$ cat config.mk
export PLATFORM = sky130hd
export DESIGN_NAME = ocw_gen
export DESIGN_NICKNAME = d
export VERILOG_FILES = /design/src/rtl/ocw_pkg.sv /design/src/rtl/ocw_period_ctr.sv /design/src/rtl/ocw_pulse_timer.sv /design/src/rtl/ocw_pin_ctl.sv /design/src/rtl/ocw_gen.sv
export SDC_FILE = /design/constraint.sdc
export NUM_CORES = 1
export LEC_CHECK = 0
export BUFFER_PORTS_ARGS = -buffer_cell sky130_fd_sc_hd__buf_2
export CORE_ASPECT_RATIO = 1.5
export CORE_UTILIZATION = 40
export DETAILED_ROUTE_END_ITERATION = 6
export RECOVER_POWER = 25
export SETUP_SLACK_MARGIN = 0.3
export SYNTH_ARGS = -nofsm -noshare
export SYNTH_HDL_FRONTEND = slang
export SYNTH_HIERARCHICAL = 1
export SYNTH_SLANG_ARGS = --single-unit
$ cat constraint.sdc
create_clock -name clk -period 8.19 [get_ports clk]
set_input_delay 0 -clock clk [delete_from_list [all_inputs] [get_ports clk]]
set_output_delay 0 -clock clk [all_outputs]
set_load 0.005 [all_outputs]
$ cat src/rtl/ocw_pkg.sv
package ocw_pkg;

   typedef enum logic [1:0] {
      OT_FORCE_LOW = 2'b00,
      OT_PULSE_HI  = 2'b01,
      OT_PULSE_LO  = 2'b10,
      OT_TOGGLE    = 2'b11
   } otype_e;

   localparam int unsigned MIN_CNT_W = 2;
   localparam int unsigned MAX_CNT_W = 32;
   localparam int unsigned MIN_PW_W  = 1;
   localparam int unsigned MAX_PW_W  = 16;

endpackage

$ cat src/rtl/ocw_period_ctr.sv
module ocw_period_ctr #(
   parameter int unsigned CNT_W = 16
) (
   input  logic             clk,
   input  logic             rst_n,
   input  logic             en_i,
   input  logic             tick_i,
   input  logic [CNT_W-1:0] period_i,
   output logic             hit_o,
   output logic             evt_o
);

   localparam logic [CNT_W-1:0] CNT_ONE = {{(CNT_W-1){1'b0}}, 1'b1};

   logic [CNT_W-1:0] cnt_q;
   logic [CNT_W-1:0] cnt_d;
   logic             at_term;
   logic             evt_q;

   assign at_term = (cnt_q >= period_i);
   assign hit_o   = en_i & tick_i & at_term;

   always_comb begin
      cnt_d = cnt_q;
      if (!en_i) begin
         cnt_d = '0;
      end else if (tick_i) begin
         if (at_term) cnt_d = '0;
         else         cnt_d = cnt_q + CNT_ONE;
      end
   end

   always_ff @(posedge clk or negedge rst_n) begin
      if (!rst_n) begin
         cnt_q <= '0;
         evt_q <= 1'b0;
      end else begin
         cnt_q <= cnt_d;
         evt_q <= hit_o;
      end
   end

   assign evt_o = evt_q;

   AST_EVT_AFTER_TICK: assert property (@(posedge clk) disable iff (!rst_n)
      evt_q |-> $past(en_i && tick_i));
   AST_EVT_WRAPS: assert property (@(posedge clk) disable iff (!rst_n)
      evt_q |-> (cnt_q == '0));
   AST_HOLD_NO_TICK: assert property (@(posedge clk) disable iff (!rst_n)
      (en_i && !tick_i) |=> (cnt_q == $past(cnt_q)));
   AST_DIS_CLEAR: assert property (@(posedge clk) disable iff (!rst_n)
      !en_i |=> (cnt_q == '0 && !evt_q));

endmodule

$ cat src/rtl/ocw_pulse_timer.sv
module ocw_pulse_timer #(
   parameter int unsigned PW_W = 8
) (
   input  logic            clk,
   input  logic            rst_n,
   input  logic            en_i,
   input  logic            hit_i,
   input  logic [PW_W-1:0] pw_i,
   output logic            act_o
);

   localparam logic [PW_W-1:0] PW_ONE = {{(PW_W-1){1'b0}}, 1'b1};

   logic [PW_W-1:0] rem_q;
   logic            act_q;
   logic            pw_zero;

   assign pw_zero = (pw_i == '0);

   always_ff @(posedge clk or negedge rst_n) begin
      if (!rst_n) begin
         act_q <= 1'b0;
         rem_q <= '0;
      end else if (!en_i) begin
         act_q <= 1'b0;
         rem_q <= '0;
      end else if (hit_i) begin
         act_q <= !pw_zero;
         rem_q <= pw_zero ? '0 : (pw_i - PW_ONE);
      end else if (act_q) begin
         if (rem_q == '0) act_q <= 1'b0;
         else             rem_q <= rem_q - PW_ONE;
      end
   end

   assign act_o = act_q;

   AST_PW_ZERO: assert property (@(posedge clk) disable iff (!rst_n)
      (hit_i && pw_i == '0) |=> !act_q);
   AST_PULSE_START: assert property (@(posedge clk) disable iff (!rst_n)
      (hit_i && pw_i != '0) |=> act_q);
   AST_DIS_NO_PULSE: assert property (@(posedge clk) disable iff (!rst_n)
      !en_i |=> !act_q);

endmodule

$ cat src/rtl/ocw_pin_ctl.sv
module ocw_pin_ctl
   import ocw_pkg::*;
(
   input  logic       clk,
   input  logic       rst_n,
   input  logic       en_i,
   input  logic       hit_i,
   input  logic [1:0] otype_i,
   input  logic       act_i,
   input  logic       preset_i,
   output logic       pin_o
);

   logic   tog_q;
   otype_e mode;

   assign mode = otype_e'(otype_i);

   always_ff @(posedge clk or negedge rst_n) begin
      if (!rst_n)      tog_q <= 1'b0;
      else if (!en_i)  tog_q <= preset_i;
      else if (hit_i)  tog_q <= ~tog_q;
   end

   always_comb begin
      if (!en_i) begin
         pin_o = preset_i;
      end else begin
         unique case (mode)
            OT_FORCE_LOW: pin_o = 1'b0;
            OT_PULSE_HI:  pin_o = act_i;
            OT_PULSE_LO:  pin_o = ~act_i;
            OT_TOGGLE:    pin_o = tog_q;
            default:      pin_o = 1'b0;
         endcase
      end
   end

   AST_TOG_FLIP: assert property (@(posedge clk) disable iff (!rst_n)
      hit_i |=> (tog_q != $past(tog_q)));
   AST_TOG_PRESET: assert property (@(posedge clk) disable iff (!rst_n)
      !en_i |=> (tog_q == $past(preset_i)));

endmodule

$ cat src/rtl/ocw_gen.sv
module ocw_gen
   import ocw_pkg::*;
#(
   parameter int unsigned CNT_W = 16,
   parameter int unsigned PW_W  = 8
) (
   input  logic             clk,
   input  logic             rst_n,
   input  logic             en_i,
   input  logic             tick_i,
   input  logic [CNT_W-1:0] period_i,
   input  logic [1:0]       otype_i,
   input  logic [PW_W-1:0]  pwidth_i,
   input  logic             preset_i,
   output logic             evt_o,
   output logic             pin_o
);

   generate
      if (CNT_W < MIN_CNT_W || CNT_W > MAX_CNT_W) begin : g_bad_cnt_w
         $error("ocw_gen: CNT_W out of range");
      end
      if (PW_W < MIN_PW_W || PW_W > MAX_PW_W) begin : g_bad_pw_w
         $error("ocw_gen: PW_W out of range");
      end
   endgenerate

   logic hit;
   logic act;

   ocw_period_ctr #(.CNT_W(CNT_W)) u_ctr (
      .clk      (clk),
      .rst_n    (rst_n),
      .en_i     (en_i),
      .tick_i   (tick_i),
      .period_i (period_i),
      .hit_o    (hit),
      .evt_o    (evt_o)
   );

   ocw_pulse_timer #(.PW_W(PW_W)) u_pulse (
      .clk   (clk),
      .rst_n (rst_n),
      .en_i  (en_i),
      .hit_i (hit),
      .pw_i  (pwidth_i),
      .act_o (act)
   );

   ocw_pin_ctl u_pin (
      .clk      (clk),
      .rst_n    (rst_n),
      .en_i     (en_i),
      .hit_i    (hit),
      .otype_i  (otype_i),
      .act_i    (act),
      .preset_i (preset_i),
      .pin_o    (pin_o)
   );

   AST_EVT_NEEDS_EN: assert property (@(posedge clk) disable iff (!rst_n)
      evt_o |-> $past(en_i));

endmodule

### Word-level counts from Yosys, hierarchy flattened

Index checks and enable logic that the tools add are counted.

* bitwise logic cells: 4
* reduce and logical (&&, ||, !) cells: 5
* add/subtract/negate cells: 3
* $lt $le $gt $ge: 1
* equality and inequality tests: 7
* mux-type cells: 16

Operators with widths (number)
* 16-bit 2-to-1 mux: 3
* 8-bit 2-to-1 mux: 5
* 16-bit by 1-bit adder with 16-bit output, second input constant: 1
* 16-bit greater-or-equal comparator: 1
* 8-bit logical NOT: 2
* 8-bit by 1-bit subtractor with 8-bit output, second input constant: 2
* 1-bit 2-to-1 mux: 7
* 2-bit equality test, second input constant: 2
* 2-bit by 1-bit inequality test with 1-bit output, second input constant: 2
* 1-bit one-hot mux with 4 select lines: 1
* 3-bit by 1-bit inequality test with 1-bit output, second input constant: 1
* 3-bit inequality test, second input constant: 1
* 1-bit bitwise AND: 2
* 2-bit by 1-bit equality test with 1-bit output, second input constant: 1
* 2-bit logical NOT: 1
* 1-bit NOT: 2
* 2-bit AND reduction: 1
* 1-bit logical NOT: 1

* output and inout port bits: 2
* register bits: 27
* input port bits: 31
* word-level logic and storage cells: 41

### Longest topological paths before layout

Gate-level depths: netlist of the first run.

* depth after elaboration: 5
* gate-level depth with buffers: 11
* mapped depth without buffers: 10

### Cells and area by module

Netlist of the first run, hierarchy kept.

Modules (own cells, without submodules)
* ocw_period_ctr: area each 1402.6 sq um, cells each 163, instances 1, sequential area each 425.4 sq um
* ocw_pulse_timer: area each 785.8 sq um, cells each 82, instances 1, sequential area each 225.2 sq um
* ocw_pin_ctl: area each 73.8 sq um, cells each 9, instances 1, sequential area each 25.0 sq um

### Worst setup path after synthesis of the first run

No wires, ideal clock.

* kind: register to register
* start point: register u_ctr.cnt_q[11]
* end point: register u_pulse.rem_q[6]
* setup slack: 5.455 ns
* data arrival time: 2.668 ns
* setup time: 0.067 ns
* period minus slack after synthesis: 2.735 ns
* required time: 8.123 ns
* stages on the path, launching flop included: 11
* buffers on the path: 1
* cells stage by stage: dfrtp_1 > ha_1 > nand4_1 > a311oi_1 > a31oi_4 > buf_6 > a21oi_1 > inv_1 > or4_1 > nand4_1 > a32o_1

* cells in the longest elaborated chain, start to end: 4
* elaborated cells between the ends (all ways): 7
* those cells by class: order compare (1); eq/ne (2); mux (2); bitwise (1); reduce/logical (1)

Ends and longest elaborated chain
* start, declared: RTL line ocw_period_ctr.sv:15 `logic [CNT_W-1:0] cnt_q;`
* start signal, assigned: RTL line ocw_period_ctr.sv:38 `cnt_q <= cnt_d;`
* 16-bit greater-or-equal comparator *: RTL line ocw_period_ctr.sv:20 `assign at_term = (cnt_q >= period_i);`
* 1-bit bitwise AND *: RTL line ocw_period_ctr.sv:21 `assign hit_o = en_i & tick_i & at_term;`
* via hit: RTL line ocw_gen.sv:28 `logic hit;`
* 3-bit by 1-bit inequality test with 1-bit output (no source line), or another cell as far along
* 2-bit AND reduction (no source line) or 8-bit 2-to-1 mux (tied branches)
* end signal, assigned: RTL line ocw_pulse_timer.sv:29 `rem_q <= pw_zero ? '0 : (pw_i - PW_ONE);`
* end signal, assigned: RTL line ocw_pulse_timer.sv:32 `else rem_q <= rem_q - PW_ONE;`
* end, declared: RTL line ocw_pulse_timer.sv:14 `logic [PW_W-1:0] rem_q;`

The timed path passes the listed nets; every way through them passes the cells marked *.
A chain may end at the register's enable or synchronous reset.

### Final worst setup path of the first run

* start point: register u_ctr.cnt_q[0]
* end point: register u_pulse.rem_q[1]

The elaborated chain is that of the path after synthesis.

==> impl_results.md, run 1 <==
* Status: finished, violations left
* Failing checks: max-capacitance violations, max-slew violations
* Synthesis warning total at 6
* Sum of negative setup slack at 0 ps
* Largest net degree at the start of global routing at 28
* Total instance count after detailed placement at 349
* Critical path peak fanout at 26
* Clock network fraction of design power at 0.300
* Pleak at 1.19 nW
* Power density normalized to cell area at 103 nW/um^2
* Share of post-route cells with drive strength above 1 at 0.172
* Startpoint types: flop
* Most common cell after layout, fill and taps aside: sky130_fd_sc_hd__buf_2
* Average wire length per cell after detail routing at 14.3 um
* Iteration-0 DRC Markers at 82
* Net count, final at 338
* Syn nets at 306
* Dominant synthesized flop cell: sky130_fd_sc_hd__dfrtp_1
* Final worst-path cycle share at 0.382
* Wire length of the first global-routing pass at 8.63 mm
* Routed vias/inst at 5.64
* Area Overhead vs Synth at 11.4%
* Sequential cell area fraction in the yosys report at 0.299
* Width of the chip at 63.4 um
* Max capacitance violation total at 1
* Most frequent cells in the layout: 30 x sky130_fd_sc_hd__buf_2, 27 x sky130_fd_sc_hd__dfrtp_1, 26 x sky130_fd_sc_hd__inv_1
* Final setup violation count at 0
* Class of the most critical setup path: reg2reg
* Synthesized instance count at 254
* Worst rel slew slack at -0.0231
* Routability congestion estimate from global placement at 0.824
* Data arrival time of the critical path at 3340 ps
* Dpl hpwl at 3.89 mm
* Peak supply drop at 0.0471 mV
* Number of antenna-violating nets in the routed design at 0
* Clock buffer count from CTS at 3
* Unrepaired setup endpoints after global routing: false
* Hold_buf cts at 2
* Gr ovfl total at 0
* Internal portion of total power at 0.189 mW
* Power share of the combinational group at 0.163
* WL final at 5.08 mm
* Library cell with the largest summed area after synthesis: sky130_fd_sc_hd__dfrtp_1
* Slew @ Worst Pin at 1530 ps
* Vias in the first global route at 1909
* Height of the chip at 94.1 um
* Final standard cell count with taps included and fillers excluded at 355
* Required time of the critical path at 8400 ps
* Total via count in the routed design at 2002
* Reg power frac at 0.537
* Io pins at 33
* Die ar. at 5970 um^2
* Worst-Skew Late Latency at 270 ps
* Number of flops mapped to enable cells by yosys at 0
* Synth unique cells at 57
* Flops & latches, synth at 27
* Initial standard-cell utilization of the core at 0.415
* Final hold violation count at 0
* Post-CTS setup buffer count at 0
* Post-route DRC at 0
* NetSw at 0.0701 mW
* Setup crit end kind: flop
* Depth of the worst register-to-register path at 10
* Sw Share at 0.271
* Clock input transition at the sequential cells of the worst setup and hold paths at 100 ps
* Clock period minus worst slack at 3130 ps
* Combined global-route utilization of all metal layers at 0.183
* Area contributors post-synth: sky130_fd_sc_hd__dfrtp_1 30%, sky130_fd_sc_hd__ha_1 12%, sky130_fd_sc_hd__inv_1 4.3%
* Hold WC Path Type: in2reg
* Final slew viol count at 28
* Site Rows at 33
* Initial antenna violation count at 0
* Number of instances on the worst hold path at 3
* Core box area at 5450 um^2
* Clock buffer depth at 2
* PortBufs at 32
* Antenna Cells at 0
* Pre-antenna DRT Iters at 4
* Buffer cell driving the clock tree root: sky130_fd_sc_hd__clkbuf_8
* Proportion of synthesized flip-flops having asynchronous set or reset at 1.00
* Layout Skew at 5.05 ps
* Quantity of gates resized following cts at 0
* Number of sinks driven by the clock tree at 27
* CTS tree: yes
* H-Tree Level Count at 1
* Synthesized area per cell at 8.91 um^2
* Area share of the leading cell type in the synthesized netlist at 0.299
* Netlist Area Pre-Place at 2260 um^2
* Max Clock Freq at 0.320 GHz
Yosys cell counts (2+ instances only):
cell type	number
sky130_fd_sc_hd__mux2i_1	5
sky130_fd_sc_hd__buf_2	2
sky130_fd_sc_hd__xor2_1	3
sky130_fd_sc_hd__a21boi_0	2
sky130_fd_sc_hd__nand2b_1	5
sky130_fd_sc_hd__or3_1	4
sky130_fd_sc_hd__o31ai_1	5
sky130_fd_sc_hd__and3_1	2
sky130_fd_sc_hd__inv_1	26
sky130_fd_sc_hd__a21oi_1	10
sky130_fd_sc_hd__nand4_1	11
sky130_fd_sc_hd__nand4b_1	2
sky130_fd_sc_hd__nor2_1	7
sky130_fd_sc_hd__a32o_1	6
sky130_fd_sc_hd__nand2_1	22
sky130_fd_sc_hd__dfrtp_1	27
sky130_fd_sc_hd__nand3b_1	3
sky130_fd_sc_hd__a41oi_1	4
sky130_fd_sc_hd__ha_1	21
sky130_fd_sc_hd__o211ai_1	5
sky130_fd_sc_hd__xnor2_1	2
sky130_fd_sc_hd__nor2b_1	3
sky130_fd_sc_hd__and2_1	3
sky130_fd_sc_hd__and4_1	3
sky130_fd_sc_hd__a31oi_1	10
sky130_fd_sc_hd__nand3_1	19
sky130_fd_sc_hd__or4_1	3
sky130_fd_sc_hd__buf_6	3
sky130_fd_sc_hd__or4_4	2
sky130_fd_sc_hd__o21ai_0	7
state kept, by name (all words and copies together) (netlist names):
name,count
u_ctr/cnt_q,16
u_ctr/evt_o,1
u_pin/tog_q,1
u_pulse/act_o,1
u_pulse/rem_q,8
final timing paths:
kind,from,to,slack [ps]
setup / recovery,u_ctr/cnt_q[0],u_pulse/rem_q[1],5060
hold / removal,tick_i,u_ctr/cnt_q[0],40
setup reg to reg,u_ctr/cnt_q[0],u_pulse/rem_q[1],5060
hold reg to reg,u_ctr/cnt_q[15],u_ctr/cnt_q[15],550
max in group asynchronous,rst_n,u_pulse/rem_q[3],6680
min in group asynchronous,rst_n,u_ctr/cnt_q[4],620
logic make-up after synthesis:
family,synth area share
mux,0.0221
buf+inv,0.0730
simple gates,0.261
xor+xnor,0.0194
fa+ha+maj,0.116
compound gates,0.210
flops,0.299
through the flow:
step / total power, mW / util / setup WS [ps] / hold slack (ps) / cell area, um^2
after floorplan: 0.166 / - / 5450 / -296 / 2260
after global placement: 0.183 / 0.451 / 5160 / 56.4 / 2460
after detailed placement: 0.184 / 0.451 / 5090 / 65.5 / 2460
after CTS: 0.263 / 0.463 / 5060 / 52.9 / 2520
after global routing: 0.274 / 0.463 / 4790 / 74.7 / 2520
final: 0.259 / 0.463 / 5060 / 43.6 / 2520
layout make-up:
class                      count  area, um^2
sequential                    27         676
multi-input combinational    192        1420
tap                           70        87.6
fill                         561        2930
clock buffer                   3        41.3
clock inverter                 1        5.00
inverter                      26        97.6
timing repair buffer          36         193
power by group through the flow:
stage	logic, mW	registers [mW]	clock network [mW]
final	0.0422	0.139	0.0775
after floorplan	0.0251	0.141	0
after CTS	0.0433	0.139	0.0811
after global placement	0.0417	0.142	0
after global routing	0.0481	0.139	0.0862
after detailed placement	0.0423	0.142	0
worst max-delay path: stages, from the launching register on:
cell and delay [ps]:
sky130_fd_sc_hd__dfrtp_1 400, sky130_fd_sc_hd__inv_1 70, sky130_fd_sc_hd__ha_1 260, sky130_fd_sc_hd__nand2b_4 130
sky130_fd_sc_hd__a2111o_1 440, sky130_fd_sc_hd__a31oi_4 600, sky130_fd_sc_hd__a21oi_1 140, sky130_fd_sc_hd__buf_4 230
sky130_fd_sc_hd__inv_1 190, sky130_fd_sc_hd__and2_1 360, sky130_fd_sc_hd__mux2i_1 220
routing by layer:
layer  vias to the layer above  routed length, um  share of wire  track usage
li1                       1017                  -              -            -
met1                       955               2150           0.42        0.196
met2                        28               2800           0.55        0.369
met3                         2                100          0.020       0.0146
met4                         0                 34         0.0067       0.0549
met5                         -                  0              0            0
Power figures use the tool's default switching activity.
==> run 2: changes to the inputs <==
- clock period: 8.19 -> 2.7 ns (I/O delays scaled with it)
==> run 2 against run 1 <==
  * Power rose to 3.1 times the previous value
  * Final cell count grew 5.6%
  * Clock power grew to 3.1 times the previous value
  * First-iteration DRC count grew 48%
  * Die area did not move
  * Critical endpoint is now u_pulse/rem_q[7]
  * Maximum frequency rose by 29%
  * The run still ends with max-capacitance violations, max-slew violations left
==> impl_results.md, run 2 (synthesized netlist as in run 1, its figures left out) <==
* Status: finished, violations left
* Failing checks: max-capacitance violations, max-slew violations
* Height of the chip at 94.1 um (unchanged)
* Hold WC Path Type: in2reg
* Total non-filler cell area in the finished layout at 2810 um^2 (+12%)
* Post-route DRC at 0 (unchanged)
* NetSw at 0.228 mW (+230%)
* PortBufs at 32 (unchanged)
* Final slew viol count at 28 (unchanged)
* Most frequent cells in the layout: 30 x sky130_fd_sc_hd__buf_2, 25 x sky130_fd_sc_hd__dfrtp_1, 24 x sky130_fd_sc_hd__inv_1
* Register with the most flip-flops: u_ctr/cnt_q
* Overall power of the completed layout at 0.808 mW (+210%)
* Setup crit end kind: flop
* Total placed instance area at 2540 um^2 (+3.5%)
* Number of sinks driven by the clock tree at 27 (unchanged)
* Max reg flops at 16 (unchanged)
* Initial antenna violation count at 0 (unchanged)
* Clock buffer count from CTS at 3 (unchanged)
* Clock network fraction of design power at 0.297 (-0.003)
* Site Rows at 33 (unchanged)
* Power share of the combinational group at 0.182 (+0.019)
* Registers with the most flip-flops: u_ctr/cnt_q (16), u_pulse/rem_q (8)
* Gr ovfl total at 0 (unchanged)
* Clock period minus worst slack at 2430 ps (-701 ps)
* Die ar. at 5970 um^2 (unchanged)
* CTS tree: yes
* Net count, final at 358 (+5.9%)
* Core box area at 5450 um^2 (unchanged)
* Total via count in the routed design at 2143 (+7.0%)
* Peak supply drop at 0.182 mV (+290%)
* Initial standard-cell utilization of the core at 0.415 (unchanged)
* Max capacitance violation total at 1 (unchanged)
* Routed vias/inst at 5.71 (+1.3%)
* Clock buffer depth at 2 (unchanged)
* Slew @ Worst Pin at 1550 ps (+14.0 ps)
* Reg power frac at 0.521 (-0.016)
* Area Overhead vs Synth at 24.3%
* Average wire length per cell after detail routing at 15.4 um (+7.9%)
* Worst-Skew Late Latency at 270 ps (about the same)
* Clock input transition at the sequential cells of the worst setup and hold paths at 100 ps (about the same)
* Critical path peak fanout at 6 (-77%)
* Final worst-path cycle share at 0.899 (+0.517)
* H-Tree Level Count at 1 (unchanged)
* Largest net degree at the start of global routing at 28 (unchanged)
* Startpoint types: flop
* Width of the chip at 63.4 um (unchanged)
* Data arrival time of the critical path at 2600 ps (-740 ps)
* WL final at 5.79 mm (+14%)
* Sw Share at 0.282 (+0.0115)
* Final hold violation count at 0 (unchanged)
* Unrepaired setup endpoints after global routing: true
* Worst rel slew slack at -0.0324 (-0.00933)
* Combined global-route utilization of all metal layers at 0.203 (+0.0198)
* Internal portion of total power at 0.580 mW (+210%)
* Routability congestion estimate from global placement at 0.837 (+1.6%)
* Sum of negative setup slack at 0 ps (unchanged)
* Iteration-0 DRC Markers at 121 (+48%)
* Share of post-route cells with drive strength above 1 at 0.279 (+0.107)
* Antenna Cells at 0 (unchanged)
* Layout Skew at 2.41 ps (-2.64 ps)
* Dpl hpwl at 4.33 mm (+11%)
* Fillers at 548 (-2.3%)
* Number of antenna-violating nets in the routed design at 0 (unchanged)
* Required time of the critical path at 2870 ps (-5530 ps)
* Final setup violation count at 0 (unchanged)
* Pre-antenna DRT Iters at 4 (unchanged)
* Class of the most critical setup path: reg2reg
* Wire length of the first global-routing pass at 9.56 mm (+11%)
* Buffer cell driving the clock tree root: sky130_fd_sc_hd__clkbuf_8
* Pleak at 1.30 nW (+9.1%)
* Io pins at 33 (unchanged)
* Vias in the first global route at 2160 (+13%)
* Power density normalized to cell area at 288 nW/um^2 (+180%)
* Max Clock Freq at 0.412 GHz (+29%)
* Most common cell after layout, fill and taps aside: sky130_fd_sc_hd__buf_2
==> run 2: changes by cell type in the layout (fill, tap and decap cells not counted), sizes merged <==
cell  delta
buf     +20
==> run 2: power by group through the flow <==
| stage | combinational [mW] | sequential (mW) | clock, mW |
|---|---|---|---|
| finish | 0.147 | 0.422 | 0.240 |
| global route | 0.166 | 0.423 | 0.264 |
| CTS | 0.144 | 0.422 | 0.252 |
| detailed placement | 0.136 | 0.430 | 0 |
| global placement | 0.134 | 0.430 | 0 |
| floorplan | 0.0785 | 0.427 | 0 |
==> run 2: through the flow <==
step	hold slack, ps	std cells	setup slack, ps	utilization
final	69.6	375	272	0.516
after global routing	74.2	375	193	0.516
after CTS	51.5	371	248	0.500
after detailed placement	64.9	354	165	0.467
after global placement	72.8	354	228	0.467
after floorplan	-296	254	283	-
==> run 2: final timing paths <==
kind                                 start                to  slack (ps)  depth (start not counted)
min reg2reg                 u_ctr/cnt_q[4]    u_ctr/cnt_q[4]         560                          1
min in group asynchronous            rst_n    u_ctr/cnt_q[5]         630                          2
max                        u_ctr/cnt_q[13]  u_pulse/rem_q[7]         270                          9
min                                 tick_i    u_ctr/cnt_q[0]          70                          3
max in group asynchronous            rst_n   u_ctr/cnt_q[11]        1070                          2
max reg2reg                u_ctr/cnt_q[13]  u_pulse/rem_q[7]         270                          9
==> run 2: worst max-delay path: stages (launching register included) <==
cell	delay, ps
sky130_fd_sc_hd__dfrtp_1	420
sky130_fd_sc_hd__ha_4	280
sky130_fd_sc_hd__nand4_1	190
sky130_fd_sc_hd__nor3_2	310
sky130_fd_sc_hd__a31oi_4	140
sky130_fd_sc_hd__a21oi_4	240
sky130_fd_sc_hd__nand2_2	110
sky130_fd_sc_hd__o41ai_4	290
sky130_fd_sc_hd__a21oi_4	90
sky130_fd_sc_hd__a32o_1	240
==> run 2: layout make-up <==
cell class / instances / area, um^2 / share of cell area
timing repair buffer: 56 / 354 / 0.126
multi-input combinational: 192 / 1550 / 0.550
clock buffer: 3 / 41.3 / 0.0147
sequential: 27 / 678 / 0.241
tap: 70 / 87.6 / 0.0312
inverter: 26 / 100 / 0.0356
clock inverter: 1 / 5.00 / 0.00178
==> run 2: routing by layer <==
layer,GRT usage,part of all wire
met1,0.210,0.38
met2,0.406,0.57
met3,0.0291,0.030
met4,0.0644,0.020
met5,0,0
==> run 2: what timing repair did <==
| item | 4_1_cts | 5_1_grt |
|---|---|---|
| gates resized for setup | 8 | 7 |
| pin swaps | 12 | 11 |
| hold endpoints to repair | 28 | 0 |
| hold buffers | 2 | 0 |
| endpoints found under the setup margin | 8 | 12 |
| setup buffers | 11 | 4 |
